`config.mk`:
```
export PLATFORM = sky130hd
export DESIGN_NAME = serial_rx
export DESIGN_NICKNAME = d
export VERILOG_FILES = /design/src/rtl/srx_pkg.sv /design/src/rtl/srx_sync.sv /design/src/rtl/srx_framer.sv /design/src/rtl/srx_hold.sv /design/src/rtl/serial_rx.sv
export SDC_FILE = /design/constraint.sdc
export NUM_CORES = 1
export LEC_CHECK = 0
export BUFFER_PORTS_ARGS = -buffer_cell sky130_fd_sc_hd__buf_2
export CAP_MARGIN = 25
export CORE_ASPECT_RATIO = 0.7
export CORE_MARGIN = 5
export CORE_UTILIZATION = 64
export CTS_BUF_LIST = sky130_fd_sc_hd__clkbuf_8
export DETAILED_ROUTE_END_ITERATION = 8
export PLACE_DENSITY = 0.86
export SETUP_SLACK_MARGIN = 0.05
export SLEW_MARGIN = 10
export SYNTH_ARGS = -nofsm -noshare
export SYNTH_HDL_FRONTEND = slang
export SYNTH_SLANG_ARGS = --single-unit
```
`constraint.sdc`:
```
create_clock -name clk -period 4.9 [get_ports clk]
set_clock_uncertainty 0.05 [all_clocks]
set_input_delay 0.245 -clock clk [delete_from_list [all_inputs] [get_ports clk]]
set_output_delay 0.245 -clock clk [all_outputs]
set_load 0.01 [all_outputs]
```
`src/rtl/srx_pkg.sv`:
```
package srx_pkg;

    typedef enum logic [2:0] {
        RX_IDLE,
        RX_START,
        RX_DATA,
        RX_PAR,
        RX_STOP
    } srx_state_e;

    localparam int unsigned MIN_BITS = 5;

endpackage

```
`src/rtl/srx_sync.sv`:
```
module srx_sync #(
    parameter int unsigned STAGES = 2
) (
    input  logic clk,
    input  logic rst_n,
    input  logic din,
    output logic dout
);

    logic [STAGES-1:0] chain_d;
    logic [STAGES-1:0] chain_q;

    generate
        if (STAGES == 1) begin : g_one
            always_comb chain_d = din;
        end else begin : g_many
            always_comb chain_d = {chain_q[STAGES-2:0], din};
        end
    endgenerate

    always_ff @(posedge clk or negedge rst_n) begin
        if (!rst_n) chain_q <= '1;
        else        chain_q <= chain_d;
    end

    assign dout = chain_q[STAGES-1];

endmodule

```
`src/rtl/srx_framer.sv`:
```
module srx_framer
    import srx_pkg::*;
#(
    parameter int unsigned OVERSAMPLE = 16,
    parameter int unsigned DATA_W     = 8,
    parameter int unsigned WLEN_W     = 2
) (
    input  logic              clk,
    input  logic              rst_n,
    input  logic              tick,
    input  logic              line_s,
    input  logic [WLEN_W-1:0] cfg_wlen,
    input  logic              cfg_par_en,
    input  logic              cfg_par_odd,
    input  logic              cfg_two_stop,
    output logic              done,
    output logic [DATA_W-1:0] char_out,
    output logic              char_perr,
    output logic              char_ferr
);

    localparam int unsigned CNT_W  = $clog2(OVERSAMPLE);
    localparam int unsigned BIDX_W = $clog2(DATA_W);
    localparam int unsigned HALF   = OVERSAMPLE / 2;

    typedef struct packed {
        srx_state_e        st;
        logic [CNT_W-1:0]  cnt;
        logic [BIDX_W-1:0] bidx;
        logic              sidx;
        logic [DATA_W-1:0] shreg;
        logic              par_acc;
        logic              perr;
        logic              ferr;
        logic              last;
        logic              done;
    } frm_t;

    frm_t s_d, s_q;

    logic [BIDX_W-1:0] last_bit;
    logic              bit_mid;
    logic              start_mid;

    assign last_bit  = BIDX_W'(MIN_BITS - 1) + BIDX_W'(cfg_wlen);
    assign bit_mid   = tick && (s_q.cnt == CNT_W'(OVERSAMPLE - 1));
    assign start_mid = tick && (s_q.cnt == CNT_W'(HALF - 1));

    always_comb begin
        s_d      = s_q;
        s_d.done = 1'b0;
        if (tick) s_d.last = line_s;
        if (tick && s_q.st != RX_IDLE) s_d.cnt = s_q.cnt + CNT_W'(1);

        unique case (s_q.st)
            RX_IDLE: begin
                if (tick && s_q.last && !line_s) begin
                    s_d.st  = RX_START;
                    s_d.cnt = '0;
                end
            end
            RX_START: begin
                if (start_mid) begin
                    if (line_s) begin
                        s_d.st = RX_IDLE;
                    end else begin
                        s_d.st      = RX_DATA;
                        s_d.cnt     = '0;
                        s_d.bidx    = '0;
                        s_d.shreg   = '0;
                        s_d.par_acc = 1'b0;
                        s_d.perr    = 1'b0;
                        s_d.ferr    = 1'b0;
                    end
                end
            end
            RX_DATA: begin
                if (bit_mid) begin
                    s_d.cnt               = '0;
                    s_d.shreg[s_q.bidx]   = line_s;
                    s_d.par_acc           = s_q.par_acc ^ line_s;
                    if (s_q.bidx == last_bit) begin
                        s_d.st   = cfg_par_en ? RX_PAR : RX_STOP;
                        s_d.sidx = 1'b0;
                    end else begin
                        s_d.bidx = s_q.bidx + BIDX_W'(1);
                    end
                end
            end
            RX_PAR: begin
                if (bit_mid) begin
                    s_d.cnt  = '0;
                    s_d.perr = ((s_q.par_acc ^ line_s) != cfg_par_odd);
                    s_d.st   = RX_STOP;
                    s_d.sidx = 1'b0;
                end
            end
            RX_STOP: begin
                if (bit_mid) begin
                    s_d.cnt  = '0;
                    s_d.ferr = s_q.ferr | ~line_s;
                    if (s_q.sidx == cfg_two_stop) begin
                        s_d.done = 1'b1;
                        s_d.st   = RX_IDLE;
                    end else begin
                        s_d.sidx = 1'b1;
                    end
                end
            end
            default: s_d.st = RX_IDLE;
        endcase
    end

    always_ff @(posedge clk or negedge rst_n) begin
        if (!rst_n) begin
            s_q      <= '0;
            s_q.st   <= RX_IDLE;
            s_q.last <= 1'b1;
        end else begin
            s_q <= s_d;
        end
    end

    assign done      = s_q.done;
    assign char_out  = s_q.shreg;
    assign char_perr = s_q.perr;
    assign char_ferr = s_q.ferr;

endmodule

```
`src/rtl/srx_hold.sv`:
```
module srx_hold #(
    parameter int unsigned DATA_W = 8
) (
    input  logic              clk,
    input  logic              rst_n,
    input  logic              load,
    input  logic [DATA_W-1:0] load_data,
    input  logic              load_perr,
    input  logic              load_ferr,
    input  logic              ack,
    output logic [DATA_W-1:0] data,
    output logic              valid,
    output logic              ready,
    output logic              perr,
    output logic              ferr,
    output logic              ovr
);

    typedef struct packed {
        logic [DATA_W-1:0] data;
        logic              perr;
        logic              ferr;
        logic              ready;
        logic              ovr;
        logic              valid;
    } hold_t;

    hold_t h_d, h_q;

    always_comb begin
        h_d       = h_q;
        h_d.valid = 1'b0;
        if (ack) begin
            h_d.ready = 1'b0;
            h_d.ovr   = 1'b0;
        end
        if (load) begin
            if (h_q.ready && !ack) begin
                h_d.ovr = 1'b1;
            end else begin
                h_d.data  = load_data;
                h_d.perr  = load_perr;
                h_d.ferr  = load_ferr;
                h_d.ready = 1'b1;
                h_d.valid = 1'b1;
            end
        end
    end

    always_ff @(posedge clk or negedge rst_n) begin
        if (!rst_n) h_q <= '0;
        else        h_q <= h_d;
    end

    assign data  = h_q.data;
    assign valid = h_q.valid;
    assign ready = h_q.ready;
    assign perr  = h_q.perr;
    assign ferr  = h_q.ferr;
    assign ovr   = h_q.ovr;

endmodule

```
`src/rtl/serial_rx.sv`:
```
module serial_rx #(
    parameter int unsigned OVERSAMPLE  = 16,
    parameter int unsigned DATA_W      = 8,
    parameter int unsigned WLEN_W      = 2,
    parameter int unsigned SYNC_STAGES = 2
) (
    input  logic              clk,
    input  logic              rst_n,
    input  logic              tick,
    input  logic              rx_line,
    input  logic [WLEN_W-1:0] cfg_wlen,
    input  logic              cfg_par_en,
    input  logic              cfg_par_odd,
    input  logic              cfg_two_stop,
    input  logic              rd_ack,
    output logic [DATA_W-1:0] rx_data,
    output logic              rx_valid,
    output logic              data_ready,
    output logic              par_err,
    output logic              frm_err,
    output logic              ovr_err
);

    logic              line_s;
    logic              fr_done;
    logic [DATA_W-1:0] fr_char;
    logic              fr_perr;
    logic              fr_ferr;

    srx_sync #(.STAGES(SYNC_STAGES)) i_sync (
        .clk  (clk),
        .rst_n(rst_n),
        .din  (rx_line),
        .dout (line_s)
    );

    srx_framer #(
        .OVERSAMPLE(OVERSAMPLE),
        .DATA_W    (DATA_W),
        .WLEN_W    (WLEN_W)
    ) i_framer (
        .clk         (clk),
        .rst_n       (rst_n),
        .tick        (tick),
        .line_s      (line_s),
        .cfg_wlen    (cfg_wlen),
        .cfg_par_en  (cfg_par_en),
        .cfg_par_odd (cfg_par_odd),
        .cfg_two_stop(cfg_two_stop),
        .done        (fr_done),
        .char_out    (fr_char),
        .char_perr   (fr_perr),
        .char_ferr   (fr_ferr)
    );

    srx_hold #(.DATA_W(DATA_W)) i_hold (
        .clk      (clk),
        .rst_n    (rst_n),
        .load     (fr_done),
        .load_data(fr_char),
        .load_perr(fr_perr),
        .load_ferr(fr_ferr),
        .ack      (rd_ack),
        .data     (rx_data),
        .valid    (rx_valid),
        .ready    (data_ready),
        .perr     (par_err),
        .ferr     (frm_err),
        .ovr      (ovr_err)
    );

endmodule

```
Yosys cells after proc, flatten, opt, wreduce, memory -nomap -nowiden

Cells that the tools add are included.

Register bits: 39
Bits of input ports: 10
Output and inout bits: 13
Logic and storage cells: 105

$add $sub $neg: 3
Order comparisons: 2
Eq/ne operators: 19
Multiplexer cells: 38
Bitwise logic cells: 4
Reductions and logical operators: 22

Operator list:

| kind                  | count |
|---|---|
| $mux W7               | 4 |
| $mux W11              | 2 |
| $mux W20              | 1 |
| $pmux W4 S5           | 1 |
| $pmux W9 S2           | 1 |
| $mux W3               | 5 |
| $pmux W3 S5           | 1 |
| $ne A2 B1 Y1 const B  | 7 |
| $mux W1               | 13 |
| $reduce_and A4 Y1     | 3 |
| $mux W10              | 1 |
| $bwmux W8             | 1 |
| $logic_and A1 B1 Y1   | 7 |
| $reduce_and A7 Y1     | 1 |
| $eq A3 B2 Y1 const B  | 2 |
| $ne A2 B2 Y1 const B  | 3 |
| $pmux W3 S2           | 1 |
| $reduce_and A6 Y1     | 1 |
| $reduce_bool A2 Y1    | 3 |
| $reduce_bool A3 Y1    | 2 |
| $reduce_and A5 Y1     | 1 |
| $add A4 B1 Y4 const B | 1 |
| $eq A4 B3 Y1 const B  | 1 |
| $eq A4 B4 Y1 const B  | 1 |
| other kinds (20)      | 24 |

Longest topological paths before layout

Gate-level depths: netlist of run 1.

Word-level depth: 7
Gate-level depth with buffers: 6

Cells and area by module

A second synthesis of run 1 with hierarchy kept.

Cell total of the unflattened synthesis: 197
Area, all modules: 2127.0 um^2

Modules (own cells, without submodules):

| module     | instances | cells each | area each (um^2) | sequential area each (um^2) |
|---|---|---|---|---|
| srx_framer | 1         | 165        | 1551.5           | 601.8 |
| srx_hold   | 1         | 30         | 523.0            | 325.3 |
| srx_sync   | 1         | 2          | 52.6             | 52.6 |

Worst setup path before layout of run 1

Ideal clock, no wire load.

Path kind: register to register
Start: register i_framer.s_q[17] (netlist bit)
End: register i_framer.s_q (netlist bit i_framer.char_out[1])
Library setup time: 0.128 ns
Arrival: 1.624 ns
Path slack: 3.098 ns
Cell stages (with the launch flop): 7
Buffers on the path: 1
Period minus slack after synthesis: 1.802 ns
Cell sequence: dfrtp_1 -> ha_1 -> nand4b_2 -> or4_1 -> buf_2 -> mux2i_1 -> o22ai_1

Word-level cells in the longest chain between the ends: 4
Elaborated cells on any way between the ends: 7
Those cells by class: eq/ne (4); reduce/logical (3)

Ends and longest elaborated chain:

| what                                          | line                               | text |
|---|---|---|
| from (decl)                                   | srx_framer.sv:39                   | `frm_t s_d, s_q;` |
| $eq A4 B4 Y1 or $eq A4 B3 Y1 (tied branches)  | srx_framer.sv:46, srx_framer.sv:47 |  |
| $logic_and A1 B1 Y1, on equally long branches | srx_framer.sv:46, srx_framer.sv:47 |  |
| $ne A2 B1 Y1 (no line)                        | n/a                                |  |
| $reduce_and A4 Y1 (no line) *                 | n/a                                |  |

Every way passes the cells marked *; elsewhere a longest branch is shown, timed or not.
A chain may end at the register's enable or synchronous reset.

Worst setup path after layout of run 1

Start: register i_framer.s_q[17] (netlist bit)
End: register i_framer.s_q (netlist bit i_framer.char_out[3])

Same word-level chain as after synthesis.

==> out/summary.log, run 1 <==
INFO  run_status     outcome=finished, final reports clean
INFO  routing        antenna_violating_nets_post_route=0
INFO  floorplanning  die_width=76.4um
INFO  worst_setup_path critical_path.slowest_cell=sky130_fd_sc_hd__nor3_4
INFO  job            maxCapViolations=0
INFO  worst_setup_path worst_path_largest_cell_delay=0.62ns
INFO  cts            clk-insertion-delay-late=0.30ns
INFO  synthesis      synth.yosys.seq_area_share=49.6%
INFO  timing         timing.max_slew.rel_slack=43.3%
INFO  synthesis      syn-cell-area=1970um^2
INFO  cts            cts.htree.levels=2
INFO  timing         final.hold.worst_slack=0.00345ns
INFO  finish         nets=214
INFO  routing        routedLengthMet1=1.77mm
INFO  finish         number_of_antenna_cells_inserted=0
INFO  routing        dr_wl_met3=378um
INFO  cts            post-cts-setup-buffers=0
INFO  routing        first_iter_violations=117
INFO  synthesis      count_of_flip_flops_with_a_built_in_enable_after_synthesis=0
INFO  global_routing first_global_vias=1403
INFO  cts            cts_buffer_count=5
INFO  synthesis      synth_largest_area_cell=sky130_fd_sc_hd__dfrtp_1
INFO  worst_setup_path worstPathRequired=5.05ns
INFO  timing         final_period_minus_worst_setup_slack=2.16ns
INFO  timing         worstMarginPinSlew=0.851ns
INFO  synthesis      post-synth-top-area-fraction=45.6%
INFO  global_routing overflow=0
INFO  cts            clock_transition_at_the_registers_of_the_reported_paths=0.07ns
INFO  power_and_ir_drop power_density=389nW/um^2
INFO  synthesis      ys_types=45
INFO  timing         layout_setup_ws=2.74ns
INFO  cts            postCtsHoldBufs=1
INFO  floorplanning  core.rowCount=16
INFO  routing        routedWlPerCell=16.9um
INFO  timing         totalNegativeSetupSlack=0ns
INFO  power_and_ir_drop fraction_of_power_consumed_by_combinational_cells=15.9%
INFO  routing        route.met2.wl=1.74mm
INFO  power_and_ir_drop clock_power_share=36.1%
INFO  synthesis      synth.avg_cell_area=10.8um^2
INFO  routing        drcViolationCount=0
INFO  routing        routed-via-count=1472
INFO  synthesis      synth-async-reset-ratio=100%
INFO  worst_setup_path crit_arrival=2.31ns
INFO  global_routing grt_usage=19.8%
INFO  worst_setup_path crit_path_end_kind=register
INFO  power_and_ir_drop p_int=626uW
INFO  synthesis      yosys_warnings=0
INFO  synthesis      number_of_flip_flops_and_latches_in_the_synthesized_netlist=39
INFO  power_and_ir_drop ir_drop=0.349mV
INFO  floorplanning  initial_core_util=68.5%
INFO  timing         timing_max_transition_violations_final=0
INFO  floorplanning  core_region_area=2880um^2
INFO  routing        first_pass_iters=4
INFO  floorplanning  floorplan.die_area=4310um^2
INFO  power_and_ir_drop power.share.sequential=48.1%
INFO  placed_design  place.port_buffers=22
INFO  floorplanning  dieHeight=56.5um
INFO  cts            cts_resized=0
INFO  synthesis      synth_ff_type=sky130_fd_sc_hd__dfrtp_1
INFO  routing        highest_signal_layer_in_the_routed_design=met4
INFO  worst_setup_path timing.setup.critical_path_class=reg -> reg
INFO  global_routing grt_start_max_net_pins=40
INFO  global_routing number_of_antenna_violations_at_the_first_check_in_global_routing=0
INFO  routing        routed_via_density=6.16
INFO  timing         rsz0062_at_grt=false
INFO  global_routing grt_pass1_wl=6.69mm
INFO  worst_setup_path crit_fanout=14
INFO  finish         area_growth_synth_to_finish=12.5%
INFO  worst_setup_path crit_chain=ha_1 -> nand4_4 -> nor3_4 -> nand2_1 -> o22ai_1
INFO  power_and_ir_drop power.switching=239uW
INFO  min_path       holdCritPathClass=in -> async
INFO  timing         fmax=463MHz
INFO  synthesis      mapped_nets=194
INFO  synthesis      synth_top_cells_by_area=sky130_fd_sc_hd__dfrtp_1 (46%), sky130_fd_sc_hd__mux2i_1 (6.1%), sky130_fd_sc_hd__dfstp_2 (4.0%), sky130_fd_sc_hd__mux2_2 (4.0%), sky130_fd_sc_hd__nand2_1 (3.2%)
INFO  timing         finalSetupViolCount=0
INFO  finish         final_layout_size_suffix_gt1_share=23.2%
INFO  cts            clock_path_buffers=2
INFO  timing         layout_worst_path_cycle_share=44.0%
INFO  synthesis      synthCells=182
INFO  placed_design  place_ws=2.77ns
INFO  cts            clock_sinks=39
INFO  cts            cts.root.buffer_cell=sky130_fd_sc_hd__clkbuf_8
INFO  power_and_ir_drop p_sw_share=27.6%
INFO  cts            cts_tree=yes
INFO  worst_setup_path timing.critical_path.from_type=register
INFO  power_and_ir_drop leakagePower=0.00107uW
INFO  floorplanning  i_o_pin_count=23
INFO  timing         timing.final.hold_violations=0
INFO  placed_design  detailedPlacementHpwl=2.84mm
INFO  placed_design  gp_routability_congestion=0.920
INFO  routing        routed_wirelength=4.03mm
## cells in the mapped netlist (2+ instances only)
cell / n
sky130_fd_sc_hd__nand2b_1: 6
sky130_fd_sc_hd__inv_1: 10
sky130_fd_sc_hd__nor3_1: 3
sky130_fd_sc_hd__o22ai_1: 5
sky130_fd_sc_hd__a22o_1: 4
sky130_fd_sc_hd__o21ai_0: 6
sky130_fd_sc_hd__a31oi_1: 4
sky130_fd_sc_hd__buf_2: 4
sky130_fd_sc_hd__ha_1: 2
sky130_fd_sc_hd__a32o_1: 2
sky130_fd_sc_hd__clkbuf_1: 5
sky130_fd_sc_hd__nand3_1: 3
sky130_fd_sc_hd__nor2_1: 11
sky130_fd_sc_hd__xor2_1: 3
sky130_fd_sc_hd__dfrtp_1: 36
sky130_fd_sc_hd__mux2_2: 7
sky130_fd_sc_hd__mux2i_1: 12
sky130_fd_sc_hd__o31ai_1: 2
sky130_fd_sc_hd__and4_1: 2
sky130_fd_sc_hd__nand2_1: 17
sky130_fd_sc_hd__dfstp_2: 3
sky130_fd_sc_hd__a21oi_1: 5
sky130_fd_sc_hd__a31o_2: 2
sky130_fd_sc_hd__xnor2_1: 4
sky130_fd_sc_hd__nor2b_1: 4
## power by group through the flow
stage / Clock, uW / Sequential (uW) / Combinational, uW
after floorplan: 0 / 394 / 126
after global placement: 0 / 419 / 126
after detailed placement: 0 / 420 / 136
after CTS: 314 / 415 / 138
after global routing: 326 / 423 / 153
final: 312 / 416 / 137
## cells in the final DEF (no fill, tap or decap), types with 2 or more instances in the layout
master,instances
sky130_fd_sc_hd__mux2_2,7
sky130_fd_sc_hd__dfstp_2,3
sky130_fd_sc_hd__nor3_1,3
sky130_fd_sc_hd__a21oi_1,5
sky130_fd_sc_hd__inv_1,11
sky130_fd_sc_hd__ha_1,2
sky130_fd_sc_hd__bufinv_16,2
sky130_fd_sc_hd__o31ai_1,2
sky130_fd_sc_hd__a31oi_1,4
sky130_fd_sc_hd__mux2i_1,12
sky130_fd_sc_hd__clkbuf_8,5
sky130_fd_sc_hd__o21ai_0,6
sky130_fd_sc_hd__buf_2,22
sky130_fd_sc_hd__nor2_1,11
sky130_fd_sc_hd__nand2b_1,6
sky130_fd_sc_hd__xnor2_1,4
sky130_fd_sc_hd__and4_1,2
sky130_fd_sc_hd__a32o_1,2
sky130_fd_sc_hd__dfrtp_1,36
sky130_fd_sc_hd__o22ai_1,5
sky130_fd_sc_hd__a22o_1,4
sky130_fd_sc_hd__nor2b_1,4
sky130_fd_sc_hd__nand2_1,17
sky130_fd_sc_hd__xor2_1,3
sky130_fd_sc_hd__a31o_2,2
sky130_fd_sc_hd__nand3_1,3
## through the flow
step,instances,cell area (um^2),util (%),power (uW)
2_1_floorplan,182,1970,-,519
3_3_place_gp,230,2080,72.1,544
3_5_place_dp,230,2080,72.1,556
4_1_cts,239,2220,77.1,867
5_1_grt,239,2220,77.1,902
6_report,239,2220,77.1,865
## registers in the layout, indices dropped and copies added, names as in the netlist
signal / count
i_sync.chain_q: 2
i_hold.ovr: 1
i_framer.s_q: 13
i_framer.done: 1
i_framer.char_perr: 1
i_hold.ferr: 1
i_framer.char_ferr: 1
i_hold.data: 8
i_framer.char_out: 8
i_hold.valid: 1
i_hold.perr: 1
i_hold.ready: 1
## final cells by class
class                   count  area (um^2)
flip-flops and latches     39          980
fillers                   189          661
repair buffers             23          120
clock inverters             3         63.8
multi-input cells         123          907
inverters                  10         37.5
well taps                  36         45.0
clock buffers               5         68.8
## critical path: cells and delay by family, from the launching register on
kind / cells / cell delay [ns]
flip-flops: 1 / 0.39
AO/OA/AOI/OAI: 1 / 0.27
adder cells (fa/ha/maj): 1 / 0.28
AND/OR/NAND/NOR: 3 / 1.07
## metal layers
metal,vias up,GRT usage [%]
li1,691,-
met1,688,27.1
met2,77,28.5
met3,16,5.43
met4,0,10.5
met5,-,0
## logic make-up (layout without fill, tap and decap cells)
family,count (synthesis),in the layout,share of synthesized area [%]
xor gates and xnor gates,7,7,3.11
AOI/OAI and AO/OA,38,38,13.5
adders and majority gates,2,2,1.27
DFF,39,39,49.6
buffers and inverters,20,41,4.44
and+or+nand+nor,56,56,17.4
muxes,20,20,10.6
## path summary, 6_finish.rpt
check / from / to / slack [ns] / depth (start not counted)
max: i_framer.s_q[17]$_DFF_PN0_ / i_framer.char_out[3]$_DFFE_PN0P_ / 2.74 / 5
min: rst_n / i_framer.s_q[14]$_DFFE_PN0P_ / 0.003 / 1
max reg2reg: i_framer.s_q[17]$_DFF_PN0_ / i_framer.char_out[3]$_DFFE_PN0P_ / 2.74 / 5
min reg2reg: i_sync.chain_q[0]$_DFF_PN1_ / i_sync.chain_q[1]$_DFF_PN1_ / 0.31 / 0
max in group asynchronous: rst_n / i_framer.char_out[1]$_DFFE_PN0P_ / 4.26 / 1
min in group clk: rd_ack / i_hold.ovr$_DFF_PN0_ / 0.05 / 2
Note: power is estimated with default switching activity, not from simulation.
==> inputs of run 2 (changes only) <==
--- a/config.mk
+++ b/config.mk
@@ -9,10 +9,10 @@
 export CAP_MARGIN = 25
 export CORE_ASPECT_RATIO = 0.7
 export CORE_MARGIN = 5
-export CORE_UTILIZATION = 64
+export CORE_UTILIZATION = 60
 export CTS_BUF_LIST = sky130_fd_sc_hd__clkbuf_8
 export DETAILED_ROUTE_END_ITERATION = 8
-export PLACE_DENSITY = 0.86
+export PLACE_DENSITY = 0.82
 export SETUP_SLACK_MARGIN = 0.05
 export SLEW_MARGIN = 10
 export SYNTH_ARGS = -nofsm -noshare
==> constraint.sdc (replaced) <==
create_clock -name clk -period 2.2 [get_ports clk]
set_clock_uncertainty 0.05 [all_clocks]
set_input_delay 0.11 -clock clk [delete_from_list [all_inputs] [get_ports clk]]
set_output_delay 0.11 -clock clk [all_outputs]
set_load 0.01 [all_outputs]
==> run 2 against run 1 <==
Against the previous run: design area is 0.45% higher; routed wire length is 1.3% higher; first-iteration DRC count is 40% higher; power is 98% higher; sequential share of layout area is 0.20 points lower; sequential cell count stayed put; global-route usage hardly changed; largest power group unchanged.
==> out/summary.log, run 2 (synthesis results as in run 1) <==
INFO  worst_setup_path worstPathRequired=2.31ns
INFO  timing         fmax=483MHz
INFO  finish         number_of_antenna_cells_inserted=0
INFO  worst_setup_path ff2ff_path_depth=5
INFO  placed_design  place_ws=0.182ns
INFO  worst_setup_path path_buf_inv=0
INFO  worst_setup_path reg2reg_from=i_framer.s_q[17]$_DFF_PN0_
INFO  min_path       holdCritPathClass=in -> reg
INFO  timing         final_period_minus_worst_setup_slack=2.07ns
INFO  timing         layout_worst_path_cycle_share=94.1%
INFO  finish         finalNonFillerCells=246
INFO  routing        routed-via-count=1518
INFO  worst_setup_path crit_arrival=2.18ns
INFO  timing         worstMarginPinSlew=0.820ns
INFO  placed_design  postPlaceCellArea=2120um^2
INFO  power_and_ir_drop power_density=768nW/um^2
INFO  floorplanning  floorplan.die_area=4560um^2
INFO  finish         nets=219
INFO  worst_setup_path r2r_endpoint=i_framer.s_q[21]$_DFFE_PN0P_
INFO  timing         timing.max_slew.rel_slack=45.3%
INFO  placed_design  dpl.cell_count=235
INFO  cts            cts.htree.levels=2
INFO  floorplanning  initial_core_util=62.7%
INFO  placed_design  place.port_buffers=22
INFO  worst_setup_path crit_path_end_kind=register
INFO  finish         number_of_flip_flops_in_the_largest_register=13
INFO  timing         timing.final.hold_violations=0
INFO  floorplanning  die_width=78.6um
INFO  worst_setup_path worst_path_largest_cell_delay=0.52ns
INFO  finish         max_flop_register=i_framer.s_q
INFO  placed_design  gp_routability_congestion=0.954
INFO  finish         layout.cells.most_common=sky130_fd_sc_hd__dfrtp_1
INFO  placed_design  detailedPlacementHpwl=2.97mm
INFO  floorplanning  dieHeight=58.0um
INFO  worst_setup_path crit_chain=ha_1 -> nand4_4 -> o311ai_0 -> a21boi_0 -> a31oi_1
INFO  finish         post-route-cell-area=2230um^2
INFO  cts            clock_transition_at_the_registers_of_the_reported_paths=0.08ns
INFO  worst_setup_path critical_path.slowest_cell=sky130_fd_sc_hd__o311ai_0
INFO  worst_setup_path timing.setup.critical_path_class=reg -> reg
INFO  global_routing grt_pass1_wl=6.92mm
INFO  global_routing overflow=0
INFO  worst_setup_path reg2reg_setup_slack=0.13ns
INFO  worst_setup_path path_depth=5
INFO  timing         rsz0062_at_grt=false
INFO  cts            clock_path_buffers=2
INFO  worst_setup_path timing.critical_path.from_type=register
INFO  cts            clock_sinks=39
INFO  global_routing number_of_antenna_violations_at_the_first_check_in_global_routing=0
INFO  finish         final_layout_size_suffix_gt1_share=24.0%
INFO  worst_setup_path setup.worst_path.end=i_framer.s_q[21]$_DFFE_PN0P_
INFO  timing         layout_setup_ws=0.130ns
INFO  routing        routed_wirelength=4.08mm
INFO  cts            cts_resized=0
INFO  job            maxCapViolations=0
INFO  routing        routedWlPerCell=16.6um
INFO  global_routing grt_usage=19.8%
INFO  floorplanning  core_region_area=3150um^2
INFO  timing         timing_max_transition_violations_final=0
INFO  cts            clk-insertion-delay-late=0.29ns
INFO  finish         layout_common_cells=sky130_fd_sc_hd__dfrtp_1 (36), sky130_fd_sc_hd__buf_2 (22), sky130_fd_sc_hd__nand2_1 (17)
INFO  cts            cts_buffer_count=5
INFO  run_status     outcome=finished, final reports clean
INFO  power_and_ir_drop ir_drop=0.555mV
INFO  worst_setup_path path_delay_family=compound AO/OA/AOI/OAI gates
INFO  routing        first_pass_iters=4
INFO  routing        first_iter_violations=164
INFO  timing         final.hold.worst_slack=0.0175ns
INFO  routing        routed_via_density=6.17
INFO  floorplanning  core.rowCount=17
INFO  worst_setup_path crit_fanout=8
INFO  finish         area_taken_by_multi_input_logic_gates=907um^2
INFO  routing        antenna_violating_nets_post_route=0
INFO  cts            cts_tree=yes
INFO  finish         fill_cells=234
INFO  finish         area_growth_synth_to_finish=13.1%
INFO  routing        drcViolationCount=0
INFO  finish         layout.area.seq=980um^2
INFO  floorplanning  i_o_pin_count=23
INFO  global_routing grt_start_max_net_pins=40
INFO  global_routing first_global_vias=1474
INFO  worst_setup_path critPathLaunch=i_framer.s_q[17]$_DFF_PN0_
INFO  timing         totalNegativeSetupSlack=0ns
INFO  timing         finalSetupViolCount=0
INFO  cts            cts.root.buffer_cell=sky130_fd_sc_hd__clkbuf_8
INFO  power_and_ir_drop leakagePower=0.00107uW
run 2: routing by layer:
metal  GRT usage, %  wire length (um)  share of wire [%]  vias up
met5              0                 0                  0        -
met4           9.98               109                2.7        0
met3           5.12               295                7.2       15
met2           30.5              1840                 45       71
met1           26.1              1840                 45      728
li1               -                 -                  -      704
run 2: what timing repair did:
action	4_1_cts	5_1_grt
buffers inserted	0	0
hold endpoints to repair	38	0
hold buffers	3	0
run 2: power breakdown:
part | internal, uW | leakage [uW] | switching [uW] | total (uW)
registers | 800 | 0.000497 | 129 | 930
clock network | 217 | 0.0000453 | 258 | 475
logic | 152 | 0.000531 | 158 | 310
total | 1170 | 0.00107 | 545 | 1710
run 2: worst min path at each step:
stage / startpoint / end / slack, ns / depth (start not counted)
after global placement: rx_line / i_sync.chain_q[0]$_DFF_PN1_ / 0.16 / 1
after detailed placement: rx_line / i_sync.chain_q[0]$_DFF_PN1_ / 0.17 / 1
after CTS: cfg_par_en / i_framer.s_q[22]$_DFFE_PN0P_ / 0.02 / 3
final: cfg_par_en / i_framer.s_q[22]$_DFFE_PN0P_ / 0.02 / 3
after global routing: cfg_par_en / i_framer.s_q[22]$_DFFE_PN0P_ / 0.03 / 3
after floorplan: rst_n / i_framer.char_ferr$_DFFE_PN0P_ / -0.24 / 0
run 2: layout make-up:
| type | instances | area share [%] |
|---|---|---|
| Sequential cell | 39 | 43.9 |
| Multi-Input combinational cell | 123 | 40.6 |
| Timing Repair Buffer | 28 | 7.85 |
| Clock buffer | 5 | 3.08 |
| Tap cell | 38 | 2.13 |
| Inverter | 10 | 1.68 |
| Clock inverter | 3 | 0.729 |
run 2: worst reg2reg max path, cell delays in order, from the launching register on:
cell and delay [ns]:
sky130_fd_sc_hd__dfrtp_1 0.41, sky130_fd_sc_hd__ha_1 0.29, sky130_fd_sc_hd__nand4_4 0.21, sky130_fd_sc_hd__o311ai_0 0.52
sky130_fd_sc_hd__a21boi_0 0.31, sky130_fd_sc_hd__a31oi_1 0.15
run 2: stage by stage:
stage	total power [uW]	util, %
6_report	1710	70.9
5_1_grt	1800	70.9
3_3_place_gp	1220	67.2
4_1_cts	1710	70.9
2_1_floorplan	1160	-
3_5_place_dp	1250	67.2
